### src/rtl/irq_pkg.sv
package irq_pkg;

   // bit positions inside the pending / enable vectors
   localparam int SSIP_BIT = 1;
   localparam int MSIP_BIT = 3;
   localparam int STIP_BIT = 5;
   localparam int MTIP_BIT = 7;
   localparam int MIN_XLEN = MTIP_BIT + 1;

   // privilege encodings
   localparam logic [1:0] PRIV_U = 2'd0;
   localparam logic [1:0] PRIV_S = 2'd1;
   localparam logic [1:0] PRIV_M = 2'd3;

   // register view selects
   localparam logic [1:0] VIEW_MPEND = 2'd0;
   localparam logic [1:0] VIEW_MEN   = 2'd1;
   localparam logic [1:0] VIEW_SPEND = 2'd2;
   localparam logic [1:0] VIEW_SEN   = 2'd3;

   // cause codes
   localparam logic [1:0] CAUSE_SOFT  = 2'd0;
   localparam logic [1:0] CAUSE_TIMER = 2'd1;
   localparam logic [1:0] CAUSE_HOST  = 2'd2;

   typedef struct packed {
      logic       req;
      logic       mlevel;
      logic [1:0] code;
   } pick_t;

endpackage

### src/rtl/irq_tcmp_unit.sv
module irq_tcmp_unit #(
   parameter int TIME_W = 64
) (
   input  logic              clk,
   input  logic              rst_n,
   input  logic              cmp_we_i,
   input  logic [TIME_W-1:0] cmp_wdata_i,
   input  logic [TIME_W-1:0] rtc_i,
   output logic              mtip_o
);

   localparam logic [TIME_W-1:0] CMP_RESET = {TIME_W{1'b1}};

   generate
      if (TIME_W < 1) begin : g_bad_time_w
         $error("irq_tcmp_unit: TIME_W must be at least 1");
      end
   endgenerate

   logic [TIME_W-1:0] cmp_q;
   logic              mtip_q;
   logic              reached;

   assign reached = (rtc_i >= cmp_q);

   always_ff @(posedge clk) begin
      if (!rst_n) begin
         cmp_q  <= CMP_RESET;
         mtip_q <= 1'b0;
      end else if (cmp_we_i) begin
         cmp_q  <= cmp_wdata_i;
         mtip_q <= 1'b0;
      end else if (reached) begin
         mtip_q <= 1'b1;
      end
   end

   assign mtip_o = mtip_q;

   // a compare write clears the timer pending bit
   a_r4_cmp_write_clears: assert property (@(posedge clk) disable iff (!rst_n)
      cmp_we_i |=> !mtip_o);

   // reaching the compare value sets the bit
   a_r4_reach_sets: assert property (@(posedge clk) disable iff (!rst_n)
      (!cmp_we_i && (rtc_i >= cmp_q)) |=> mtip_o);

   // the bit stays set until a compare write
   a_r4_sticky: assert property (@(posedge clk) disable iff (!rst_n)
      (mtip_o && !cmp_we_i) |=> mtip_o);

endmodule

### src/rtl/irq_pend_store.sv
module irq_pend_store #(
   parameter int XLEN = 64
) (
   input  logic            clk,
   input  logic            rst_n,
   input  logic            we_i,
   input  logic [1:0]      sel_i,
   input  logic [XLEN-1:0] wdata_i,
   input  logic            ipi_i,
   input  logic            mtip_i,
   output logic [XLEN-1:0] pend_o,
   output logic [XLEN-1:0] en_o,
   output logic [XLEN-1:0] rdata_o
);
   import irq_pkg::*;

   localparam logic [XLEN-1:0] ONE        = {{(XLEN-1){1'b0}}, 1'b1};
   localparam logic [XLEN-1:0] B_SSIP     = ONE << SSIP_BIT;
   localparam logic [XLEN-1:0] B_MSIP     = ONE << MSIP_BIT;
   localparam logic [XLEN-1:0] B_STIP     = ONE << STIP_BIT;
   localparam logic [XLEN-1:0] B_MTIP     = ONE << MTIP_BIT;
   localparam logic [XLEN-1:0] M_PEND_WM  = B_SSIP | B_MSIP | B_STIP;
   localparam logic [XLEN-1:0] M_EN_WM    = B_SSIP | B_MSIP | B_STIP | B_MTIP;
   localparam logic [XLEN-1:0] S_PEND_WM  = B_SSIP;
   localparam logic [XLEN-1:0] S_EN_WM    = B_SSIP | B_STIP;
   localparam logic [XLEN-1:0] S_READ_M   = B_SSIP | B_STIP;

   generate
      if (XLEN < MIN_XLEN) begin : g_bad_xlen
         $error("irq_pend_store: XLEN too narrow for the interrupt bit layout");
      end
   endgenerate

   logic [XLEN-1:0] pend_q, pend_d;
   logic [XLEN-1:0] en_q, en_d;

   function automatic logic [XLEN-1:0] merge(input logic [XLEN-1:0] old_v,
                                             input logic [XLEN-1:0] new_v,
                                             input logic [XLEN-1:0] msk);
      return (old_v & ~msk) | (new_v & msk);
   endfunction

   always_comb begin
      pend_d = pend_q;
      en_d   = en_q;
      if (we_i) begin
         unique case (sel_i)
            VIEW_MPEND: pend_d = merge(pend_q, wdata_i, M_PEND_WM);
            VIEW_MEN:   en_d   = merge(en_q,   wdata_i, M_EN_WM);
            VIEW_SPEND: pend_d = merge(pend_q, wdata_i, S_PEND_WM);
            default:    en_d   = merge(en_q,   wdata_i, S_EN_WM);
         endcase
      end
      if (ipi_i) pend_d = pend_d | B_MSIP;
   end

   always_ff @(posedge clk) begin
      if (!rst_n) begin
         pend_q <= '0;
         en_q   <= '0;
      end else begin
         pend_q <= pend_d;
         en_q   <= en_d;
      end
   end

   assign pend_o = (pend_q & ~B_MTIP) | (mtip_i ? B_MTIP : '0);
   assign en_o   = en_q;

   always_comb begin
      unique case (sel_i)
         VIEW_MPEND: rdata_o = pend_o;
         VIEW_MEN:   rdata_o = en_q;
         VIEW_SPEND: rdata_o = pend_o & S_READ_M;
         default:    rdata_o = en_q & S_READ_M;
      endcase
   end

   // supervisor pending write leaves supervisor timer pending alone
   a_r3_sip_keeps_stip: assert property (@(posedge clk) disable iff (!rst_n)
      (we_i && sel_i == VIEW_SPEND) |=> $stable(pend_q[STIP_BIT]));

   // supervisor enable write leaves machine enables alone
   a_r3_sie_keeps_m: assert property (@(posedge clk) disable iff (!rst_n)
      (we_i && sel_i == VIEW_SEN) |=> ($stable(en_q[MSIP_BIT]) && $stable(en_q[MTIP_BIT])));

   // inter-processor pulse sets machine soft pending
   a_r5_ipi_sets: assert property (@(posedge clk) disable iff (!rst_n)
      ipi_i |=> pend_o[MSIP_BIT]);

   // a machine enable write is observed at the read port
   a_r2_men_lands: assert property (@(posedge clk) disable iff (!rst_n)
      (we_i && sel_i == VIEW_MEN) |=> (en_o[MTIP_BIT] == $past(wdata_i[MTIP_BIT])));

endmodule

### src/rtl/irq_pick.sv
module irq_pick #(
   parameter int XLEN = 64
) (
   input  logic             [1:0]      priv_i,
   input  logic                        gie_i,
   input  logic             [XLEN-1:0] pend_i,
   input  logic             [XLEN-1:0] en_i,
   input  logic                        host_nz_i,
   output irq_pkg::pick_t              pick_o
);
   import irq_pkg::*;

   logic [XLEN-1:0] live;
   logic            m_open, s_open;

   assign live   = pend_i & en_i;
   assign m_open = (priv_i < PRIV_M) || ((priv_i == PRIV_M) && gie_i);
   assign s_open = (priv_i < PRIV_S) || ((priv_i == PRIV_S) && gie_i);

   always_comb begin
      pick_o = '0;
      if (m_open && live[MSIP_BIT]) begin
         pick_o = '{req: 1'b1, mlevel: 1'b1, code: CAUSE_SOFT};
      end else if (m_open && live[MTIP_BIT]) begin
         pick_o = '{req: 1'b1, mlevel: 1'b1, code: CAUSE_TIMER};
      end else if (m_open && host_nz_i) begin
         pick_o = '{req: 1'b1, mlevel: 1'b1, code: CAUSE_HOST};
      end else if (s_open && live[SSIP_BIT]) begin
         pick_o = '{req: 1'b1, mlevel: 1'b0, code: CAUSE_SOFT};
      end else if (s_open && live[STIP_BIT]) begin
         pick_o = '{req: 1'b1, mlevel: 1'b0, code: CAUSE_TIMER};
      end
   end

endmodule

### src/rtl/irq_pend_arb.sv
module irq_pend_arb #(
   parameter int XLEN    = 64,
   parameter int TIME_W  = 64,
   parameter int HOST_W  = 64,
   parameter int CAUSE_W = 4,
   parameter bit OUT_REG = 1'b1
) (
   input  logic               clk,
   input  logic               rst_n,
   input  logic [1:0]         priv_i,
   input  logic               gie_i,
   input  logic               csr_we_i,
   input  logic [1:0]         csr_sel_i,
   input  logic [XLEN-1:0]    csr_wdata_i,
   output logic [XLEN-1:0]    csr_rdata_o,
   input  logic               tcmp_we_i,
   input  logic [TIME_W-1:0]  tcmp_wdata_i,
   input  logic [TIME_W-1:0]  rtc_i,
   input  logic               ipi_i,
   input  logic [HOST_W-1:0]  host_word_i,
   output logic               irq_req_o,
   output logic               irq_mlevel_o,
   output logic [CAUSE_W-1:0] irq_cause_o
);
   import irq_pkg::*;

   generate
      if (CAUSE_W < 2) begin : g_bad_cause_w
         $error("irq_pend_arb: CAUSE_W must hold cause code 2");
      end
      if (HOST_W < 1) begin : g_bad_host_w
         $error("irq_pend_arb: HOST_W must be at least 1");
      end
   endgenerate

   logic            mtip;
   logic [XLEN-1:0] pend, en;
   logic            host_nz;
   pick_t           pick;

   assign host_nz = |host_word_i;

   irq_tcmp_unit #(.TIME_W(TIME_W)) u_tcmp (
      .clk         (clk),
      .rst_n       (rst_n),
      .cmp_we_i    (tcmp_we_i),
      .cmp_wdata_i (tcmp_wdata_i),
      .rtc_i       (rtc_i),
      .mtip_o      (mtip)
   );

   irq_pend_store #(.XLEN(XLEN)) u_store (
      .clk     (clk),
      .rst_n   (rst_n),
      .we_i    (csr_we_i),
      .sel_i   (csr_sel_i),
      .wdata_i (csr_wdata_i),
      .ipi_i   (ipi_i),
      .mtip_i  (mtip),
      .pend_o  (pend),
      .en_o    (en),
      .rdata_o (csr_rdata_o)
   );

   irq_pick #(.XLEN(XLEN)) u_pick (
      .priv_i    (priv_i),
      .gie_i     (gie_i),
      .pend_i    (pend),
      .en_i      (en),
      .host_nz_i (host_nz),
      .pick_o    (pick)
   );

   generate
      if (OUT_REG) begin : g_out_reg
         pick_t pick_q;
         always_ff @(posedge clk) begin
            if (!rst_n) pick_q <= '0;
            else        pick_q <= pick;
         end
         assign irq_req_o    = pick_q.req;
         assign irq_mlevel_o = pick_q.mlevel;
         assign irq_cause_o  = CAUSE_W'(pick_q.code);

         // machine-level requests respect the machine gate
         a_r6_m_gate: assert property (@(posedge clk) disable iff (!rst_n)
            (irq_req_o && irq_mlevel_o) |-> $past((priv_i != PRIV_M) || gie_i));

         // supervisor-level requests respect the supervisor gate
         a_r7_s_gate: assert property (@(posedge clk) disable iff (!rst_n)
            (irq_req_o && !irq_mlevel_o) |->
               $past((priv_i < PRIV_S) || ((priv_i == PRIV_S) && gie_i)));
      end else begin : g_out_comb
         assign irq_req_o    = pick.req;
         assign irq_mlevel_o = pick.mlevel;
         assign irq_cause_o  = CAUSE_W'(pick.code);
      end
   endgenerate

   // the host cause only ever appears at machine level
   a_r8_host_is_m: assert property (@(posedge clk) disable iff (!rst_n)
      (irq_req_o && irq_cause_o == CAUSE_W'(CAUSE_HOST)) |-> irq_mlevel_o);

   // supervisor-level causes are soft or timer only
   a_r9_s_cause: assert property (@(posedge clk) disable iff (!rst_n)
      (irq_req_o && !irq_mlevel_o) |-> (irq_cause_o <= CAUSE_W'(CAUSE_TIMER)));

endmodule

### config.mk
export PLATFORM = sky130hd
export DESIGN_NAME = irq_pend_arb
export DESIGN_NICKNAME = d
export VERILOG_FILES = /design/src/rtl/irq_pkg.sv /design/src/rtl/irq_tcmp_unit.sv /design/src/rtl/irq_pend_store.sv /design/src/rtl/irq_pick.sv /design/src/rtl/irq_pend_arb.sv
export SDC_FILE = /design/constraint.sdc
export NUM_CORES = 1
export LEC_CHECK = 0
export ABC_AREA = 0
export BUFFER_PORTS_ARGS = -buffer_cell sky130_fd_sc_hd__buf_2
export CORE_AREA = 2 2 131 133
export CTS_CLUSTER_DIAMETER = 200
export DETAILED_ROUTE_END_ITERATION = 7
export DIE_AREA = 0 0 133 135
export GPL_TIMING_DRIVEN = 0
export PLACE_DENSITY = 0.76
export SYNTH_ARGS = -nofsm -noshare
export SYNTH_HDL_FRONTEND = slang
export SYNTH_HIERARCHICAL = 1
export SYNTH_SLANG_ARGS = --single-unit
### constraint.sdc
create_clock -name clk -period 2.9 [get_ports clk]
set_input_delay 0.58 -clock clk [delete_from_list [all_inputs] [get_ports clk]]
set_output_delay 0.58 -clock clk [all_outputs]
set_load 0.01 [all_outputs]
==> flow_metrics.env, run 1 <==
export IMPL_hpwl_mm=12.8
export IMPL_htreeDepth=3
export IMPL_dr_max_layer_used="met5"
export IMPL_final_nets=1196
export IMPL_clockBufferDepth=2
export IMPL_finalSetupViolCount=0
export IMPL_cts_resized=0
export IMPL_fp_coreArea_um2=16400
export IMPL_drv_cap=0
export IMPL_hp_class="primary input to register"
export IMPL_dr_pass1_iters=4
export IMPL_skew_ps=5.95
export IMPL_clock_sinks=76
export IMPL_drc=0
export IMPL_fin_tns_setup_ps=0
export IMPL_total_power_mw=2.93
export IMPL_powerDensity_nw_per_um2=433
export IMPL_ant_nets=0
export IMPL_start_kind="primary input"
export IMPL_drtIter0Drc=201
export IMPL_syn_area_per_cell_um2=8.37
export IMPL_io_pins=336
export IMPL_min_period_over_period=0.827
export IMPL_routedWlPerCell_um=13.9
export IMPL_io_buffer_count=212
export IMPL_die_w_um=133
export IMPL_worst_slew_pin_slew_ps=625
export IMPL_slew_violations=0
export IMPL_ctsRootBufferMaster="clkbuf_16"
export IMPL_initial_core_util=0.297
export IMPL_dieArea_um2=18000
export IMPL_cp_required_ps=3140
export IMPL_cts_tree="done"
export IMPL_antenna_found_initial=9
export IMPL_row_count=47
export IMPL_cp_arrival_ps=2640
export IMPL_seqPwrFrac=0.388
export IMPL_rsz0062_at_grt="false"
export IMPL_fmaxAchievable_ghz=0.417
export IMPL_place_gp_congestion=0.795
export IMPL_hold_buffers=0
export IMPL_via_count=4882
export IMPL_wl_met1_mm=5.54
export IMPL_ys_warn_count=6
export IMPL_numCtsBuffers=9
export IMPL_clkPwrFrac=0.399
export IMPL_total_leakage_power_nw=3.76
export IMPL_outcome="completed"
export IMPL_syn2layout_area_growth_pct=38.7
export IMPL_fillCellCount=1669
export IMPL_p_int_mw=2.11
export IMPL_wl_met2_mm=8.04
export IMPL_via_per_inst=4.45
export IMPL_grtUsageTotal=0.165
export IMPL_grt_overflow=0
export IMPL_grt_pass1_wl_mm=22.6
export IMPL_ir_drop_mv=0.217
export IMPL_syn_area_um2=4880
export IMPL_cts_setup_buffers=0
export IMPL_relSlewSlack=0.583
export IMPL_swShare=0.278
export IMPL_met3_length_mm=1.39
export IMPL_critical_path_class="primary input to register"
export IMPL_synthCells=583
export IMPL_grt_pass1_vias=4592
export IMPL_worst_setup_path_end_kind="register"
export IMPL_pwr_share_comb=0.213
export IMPL_path_clk_slew_ps=60
export IMPL_grt_max_degree=15
export IMPL_finalCriticalPeriod_ps=2400
export IMPL_die_y_um=135
export IMPL_clock_latency_ps=340
export IMPL_drive_above_1_share=0.342
export IMPL_cp_max_fo=3
export IMPL_wirelength_mm=15.3
export IMPL_p_sw_mw=0.815
export IMPL_final_hold_viol_count=0
-- area by class of cell --
type                    instances  area [µm²]  share of cell area
multi-input cells             418        2790               0.412
well taps                     220         275              0.0407
plain buffers                  85         559              0.0826
diodes                          6        15.0             0.00222
flip-flops and latches         76        1520               0.225
inverters                      64         240              0.0355
clock buffers                  10         239              0.0353
repair buffers                212        1060               0.157
clock inverters                 6        71.3              0.0105
-- through the flow --
| stage | util | cell area [µm²] | hold slack [ps] | cells | setup slack (ps) |
|---|---|---|---|---|---|
| CTS | 0.412 | 6750 | 436 | 1091 | 510 |
| floorplan | - | 5110 | 446 | 643 | 701 |
| global placement | 0.393 | 6440 | 469 | 1075 | 169 |
| finish | 0.412 | 6770 | 453 | 1097 | 502 |
| detailed placement | 0.393 | 6440 | 478 | 1075 | 150 |
| global route | 0.412 | 6760 | 446 | 1094 | 379 |
-- sequential cells by signal, indices dropped and copies added (netlist names) --
signal          flops
irq_cause_o         2
irq_mlevel_o        1
irq_req_o           1
u_store/en_o        4
u_store/pend_q      3
u_tcmp/cmp_q       64
u_tcmp/mtip_o       1
-- worst max-delay path, stage by stage --
cell and delay (ps):
buf_2 110, nor4_1 520, nand4_1 140, or4_1 620
a221oi_2 270, o21a_1 170, o22ai_1 70, and2_1 150
-- layer usage --
layer / vias up / GRT usage
met5: - / 0
met4: 6 / 0.0591
met3: 26 / 0.0571
met2: 202 / 0.318
met1: 2135 / 0.163
li1: 2513 / -
-- placed cells by master (no fill, tap or decap), types with 3 or more instances in the layout --
cell / count
buf_2: 212
nand2_1: 80
dfxtp_1: 76
o211ai_1: 66
buf_4: 64
inv_1: 64
ha_1: 64
conb_1: 62
a21oi_1: 24
nor4_1: 18
nand4_1: 18
clkbuf_1: 13
nand3_1: 10
clkbuf_16: 9
nor2b_1: 9
nor2_1: 8
buf_1: 8
mux2i_1: 7
o21ai_0: 7
a21o_1: 7
diode_2: 6
and2_1: 4
a211oi_1: 4
a22oi_1: 3
-- final timing paths --
kind                                 startpoint                            end  slack (ps)  depth (start not counted)
setup / recovery                 host_word_i[9]           irq_req_o$_SDFF_PN0_         500                          8
hold / removal                 tcmp_wdata_i[38]  u_tcmp/cmp_q[38]$_SDFFE_PN1P_         450                          3
setup reg to reg   u_tcmp/cmp_q[7]$_SDFFE_PN1P_     u_tcmp/mtip_o$_SDFFE_PP0P_         650                          8
hold reg to reg   u_tcmp/cmp_q[16]$_SDFFE_PN1P_  u_tcmp/cmp_q[16]$_SDFFE_PN1P_         480                          2
-- power groups by stage --
stage / clock network (mW) / logic (mW) / registers [mW]
global placement: 0 / 0.606 / 1.16
detailed placement: 0 / 0.620 / 1.16
CTS: 1.21 / 0.625 / 1.14
global route: 1.26 / 0.701 / 1.14
floorplan: 0 / 0.381 / 1.15
finish: 1.17 / 0.623 / 1.14
Note: power is estimated with default switching activity, not from simulation.
==> inputs of run 2 (changes only) <==
--- a/config.mk
+++ b/config.mk
@@ -5,14 +5,14 @@
 export SDC_FILE = /design/constraint.sdc
 export NUM_CORES = 1
 export LEC_CHECK = 0
-export ABC_AREA = 0
+export ABC_AREA = 1
 export BUFFER_PORTS_ARGS = -buffer_cell sky130_fd_sc_hd__buf_2
-export CORE_AREA = 2 2 131 133
+export CORE_AREA = 2 2 130 132
 export CTS_CLUSTER_DIAMETER = 200
 export DETAILED_ROUTE_END_ITERATION = 7
-export DIE_AREA = 0 0 133 135
+export DIE_AREA = 0 0 132 134
 export GPL_TIMING_DRIVEN = 0
-export PLACE_DENSITY = 0.76
+export PLACE_DENSITY = 0.79
 export SYNTH_ARGS = -nofsm -noshare
 export SYNTH_HDL_FRONTEND = slang
 export SYNTH_HIERARCHICAL = 1
==> constraint.sdc (replaced) <==
create_clock -name clk -period 2.23 [get_ports clk]
set_input_delay 0.446 -clock clk [delete_from_list [all_inputs] [get_ports clk]]
set_output_delay 0.446 -clock clk [all_outputs]
set_load 0.01 [all_outputs]
==> flow_metrics.env, run 2 <==
export IMPL_outcome="completed"
export IMPL_hp_start="tcmp_wdata_i[0]"
export IMPL_drtIter0Drc=167
export IMPL_total_power_mw=3.83
export IMPL_grt_max_degree=14
export IMPL_clock_latency_ps=340
export IMPL_io_buffer_count=212
export IMPL_fmaxAchievable_ghz=0.610
export IMPL_multi_input_area_um2=2920
export IMPL_die_w_um=132
export IMPL_finalSetupViolCount=0
export IMPL_grt_pass1_vias=4887
export IMPL_clkPwrFrac=0.390
export IMPL_clock_sinks=76
export IMPL_fin_util=0.432
export IMPL_fillCellCount=1671
export IMPL_worst_setup_path_end_kind="register"
export IMPL_seqPwrFrac=0.385
export IMPL_wirelength_mm=14.7
export IMPL_via_count=5213
export IMPL_holdPathStages=3
export IMPL_syn_area_per_cell_um2=7.17
export IMPL_setup_ws_ps=591
export IMPL_antenna_found_initial=5
export IMPL_start_kind="register"
export IMPL_cp_arrival_ps=1910
export IMPL_cts_resized=0
export IMPL_rrSetupSlack_ps=590
export IMPL_routedWlPerCell_um=11.9
export IMPL_via_per_inst=4.23
export IMPL_cp_required_ps=2500
export IMPL_numCtsBuffers=9
export IMPL_r2r_start="u_tcmp/cmp_q[59]$_SDFFE_PN1P_"
export IMPL_grt_overflow=0
export IMPL_htreeDepth=3
export IMPL_slew_violations=0
export IMPL_ys_warn_count=6
export IMPL_drive_above_1_share=0.311
export IMPL_ant_nets=0
export IMPL_syn2layout_area_growth_pct=36.4
export IMPL_min_to="u_tcmp/cmp_q[0]$_SDFFE_PN1P_"
export IMPL_swShare=0.276
export IMPL_initial_core_util=0.316
export IMPL_skew_ps=4.65
export IMPL_row_count=47
export IMPL_final_nets=1332
export IMPL_min_period_over_period=0.735
export IMPL_ctsRootBufferMaster="clkbuf_16"
export IMPL_grt_pass1_wl_mm=22.5
export IMPL_synthCells=719
export IMPL_finalCriticalPeriod_ps=1640
export IMPL_critical_path_class="register to register"
export IMPL_cts_tree="done"
export IMPL_rsz0062_at_grt="false"
export IMPL_io_pins=336
export IMPL_drc=0
export IMPL_p_sw_mw=1.06
export IMPL_place_ws_ps=365
export IMPL_final_common_cell="buf_2"
export IMPL_r2r_end="u_tcmp/mtip_o$_SDFFE_PP0P_"
export IMPL_dieArea_um2=17700
export IMPL_grtUsageTotal=0.163
export IMPL_p_int_mw=2.78
export IMPL_dr_pass1_iters=4
export IMPL_layout_area_seq_um2=1520
export IMPL_hold_buffers=0
export IMPL_fp_coreArea_um2=16300
export IMPL_final_cell_mix="buf_2, nand2_1, inv_1"
export IMPL_reg2reg_depth=9
export IMPL_cp_max_fo=2
export IMPL_place_gp_congestion=0.807
export IMPL_fin_tns_setup_ps=0
export IMPL_cts_setup_buffers=0
export IMPL_path_clk_slew_ps=60
export IMPL_hpwl_mm=12.4
export IMPL_hp_class="primary input to register"
export IMPL_drv_cap=0
export IMPL_ir_drop_mv=0.317
export IMPL_total_leakage_power_nw=4.18
export IMPL_die_y_um=134
export IMPL_powerDensity_nw_per_um2=545
export IMPL_pwr_share_comb=0.225
export IMPL_final_hold_viol_count=0
export IMPL_top_register="u_tcmp/cmp_q"
export IMPL_largest_reg_flops=64
export IMPL_syn_area_um2=5150
export IMPL_clockBufferDepth=2
-- run 2: worst max path at each step --
| stage | start | endpoint | slack [ps] | depth (start not counted) |
|---|---|---|---|---|
| 2_1_floorplan | rtc_i[27] | u_tcmp/mtip_o$_SDFFE_PP0P_ | 760 | 11 |
| 3_3_place_gp | rtc_i[61] | u_tcmp/mtip_o$_SDFFE_PP0P_ | 390 | 10 |
| 3_5_place_dp | rtc_i[61] | u_tcmp/mtip_o$_SDFFE_PP0P_ | 360 | 10 |
| 4_1_cts | u_tcmp/cmp_q[61]$_SDFFE_PN1P_ | u_tcmp/mtip_o$_SDFFE_PP0P_ | 560 | 10 |
| 5_1_grt | u_tcmp/cmp_q[59]$_SDFFE_PN1P_ | u_tcmp/mtip_o$_SDFFE_PP0P_ | 400 | 9 |
| 6_report | u_tcmp/cmp_q[59]$_SDFFE_PN1P_ | u_tcmp/mtip_o$_SDFFE_PP0P_ | 590 | 9 |
-- run 2: critical path, cell delays in order, from the launching register on --
cell	delay [ps]
dfxtp_1	310
inv_1	60
ha_1	290
nand2_1	70
nor2_1	110
nand4_1	180
nor2_1	210
and3b_1	180
nand2_1	50
a21oi_1	110
-- run 2: cell type report --
class | instances | area share
multi-input combinational | 519 | 0.415
sequential | 76 | 0.216
timing repair buffer | 212 | 0.151
buffer | 84 | 0.0802
inverter | 100 | 0.0534
tap | 220 | 0.0391
clock buffer | 12 | 0.0365
clock inverter | 4 | 0.00676
antenna | 5 | 0.00178
-- run 2: power by group through the flow --
stage | logic (mW) | registers [mW] | clock network, mW
6_report | 0.861 | 1.48 | 1.50
5_1_grt | 0.979 | 1.49 | 1.60
4_1_cts | 0.868 | 1.48 | 1.54
3_5_place_dp | 0.861 | 1.51 | 0
3_3_place_gp | 0.839 | 1.50 | 0
2_1_floorplan | 0.545 | 1.50 | 0
-- run 2: layer usage --
metal | vias up | part of all wire | global-route usage
li1 | 2769 | - | -
met1 | 2232 | 0.36 | 0.156
met2 | 186 | 0.53 | 0.318
met3 | 24 | 0.084 | 0.0484
met4 | 2 | 0.025 | 0.0761
met5 | - | 0.00075 | 0
-- run 2: per-stage QoR --
step / hold WS, ps / instance area [µm²] / cells
global route: 317 / 7020 / 1229
CTS: 307 / 7020 / 1227
floorplan: 433 / 5380 / 779
detailed placement: 468 / 6720 / 1211
global placement: 449 / 6720 / 1211
finish: 321 / 7030 / 1232
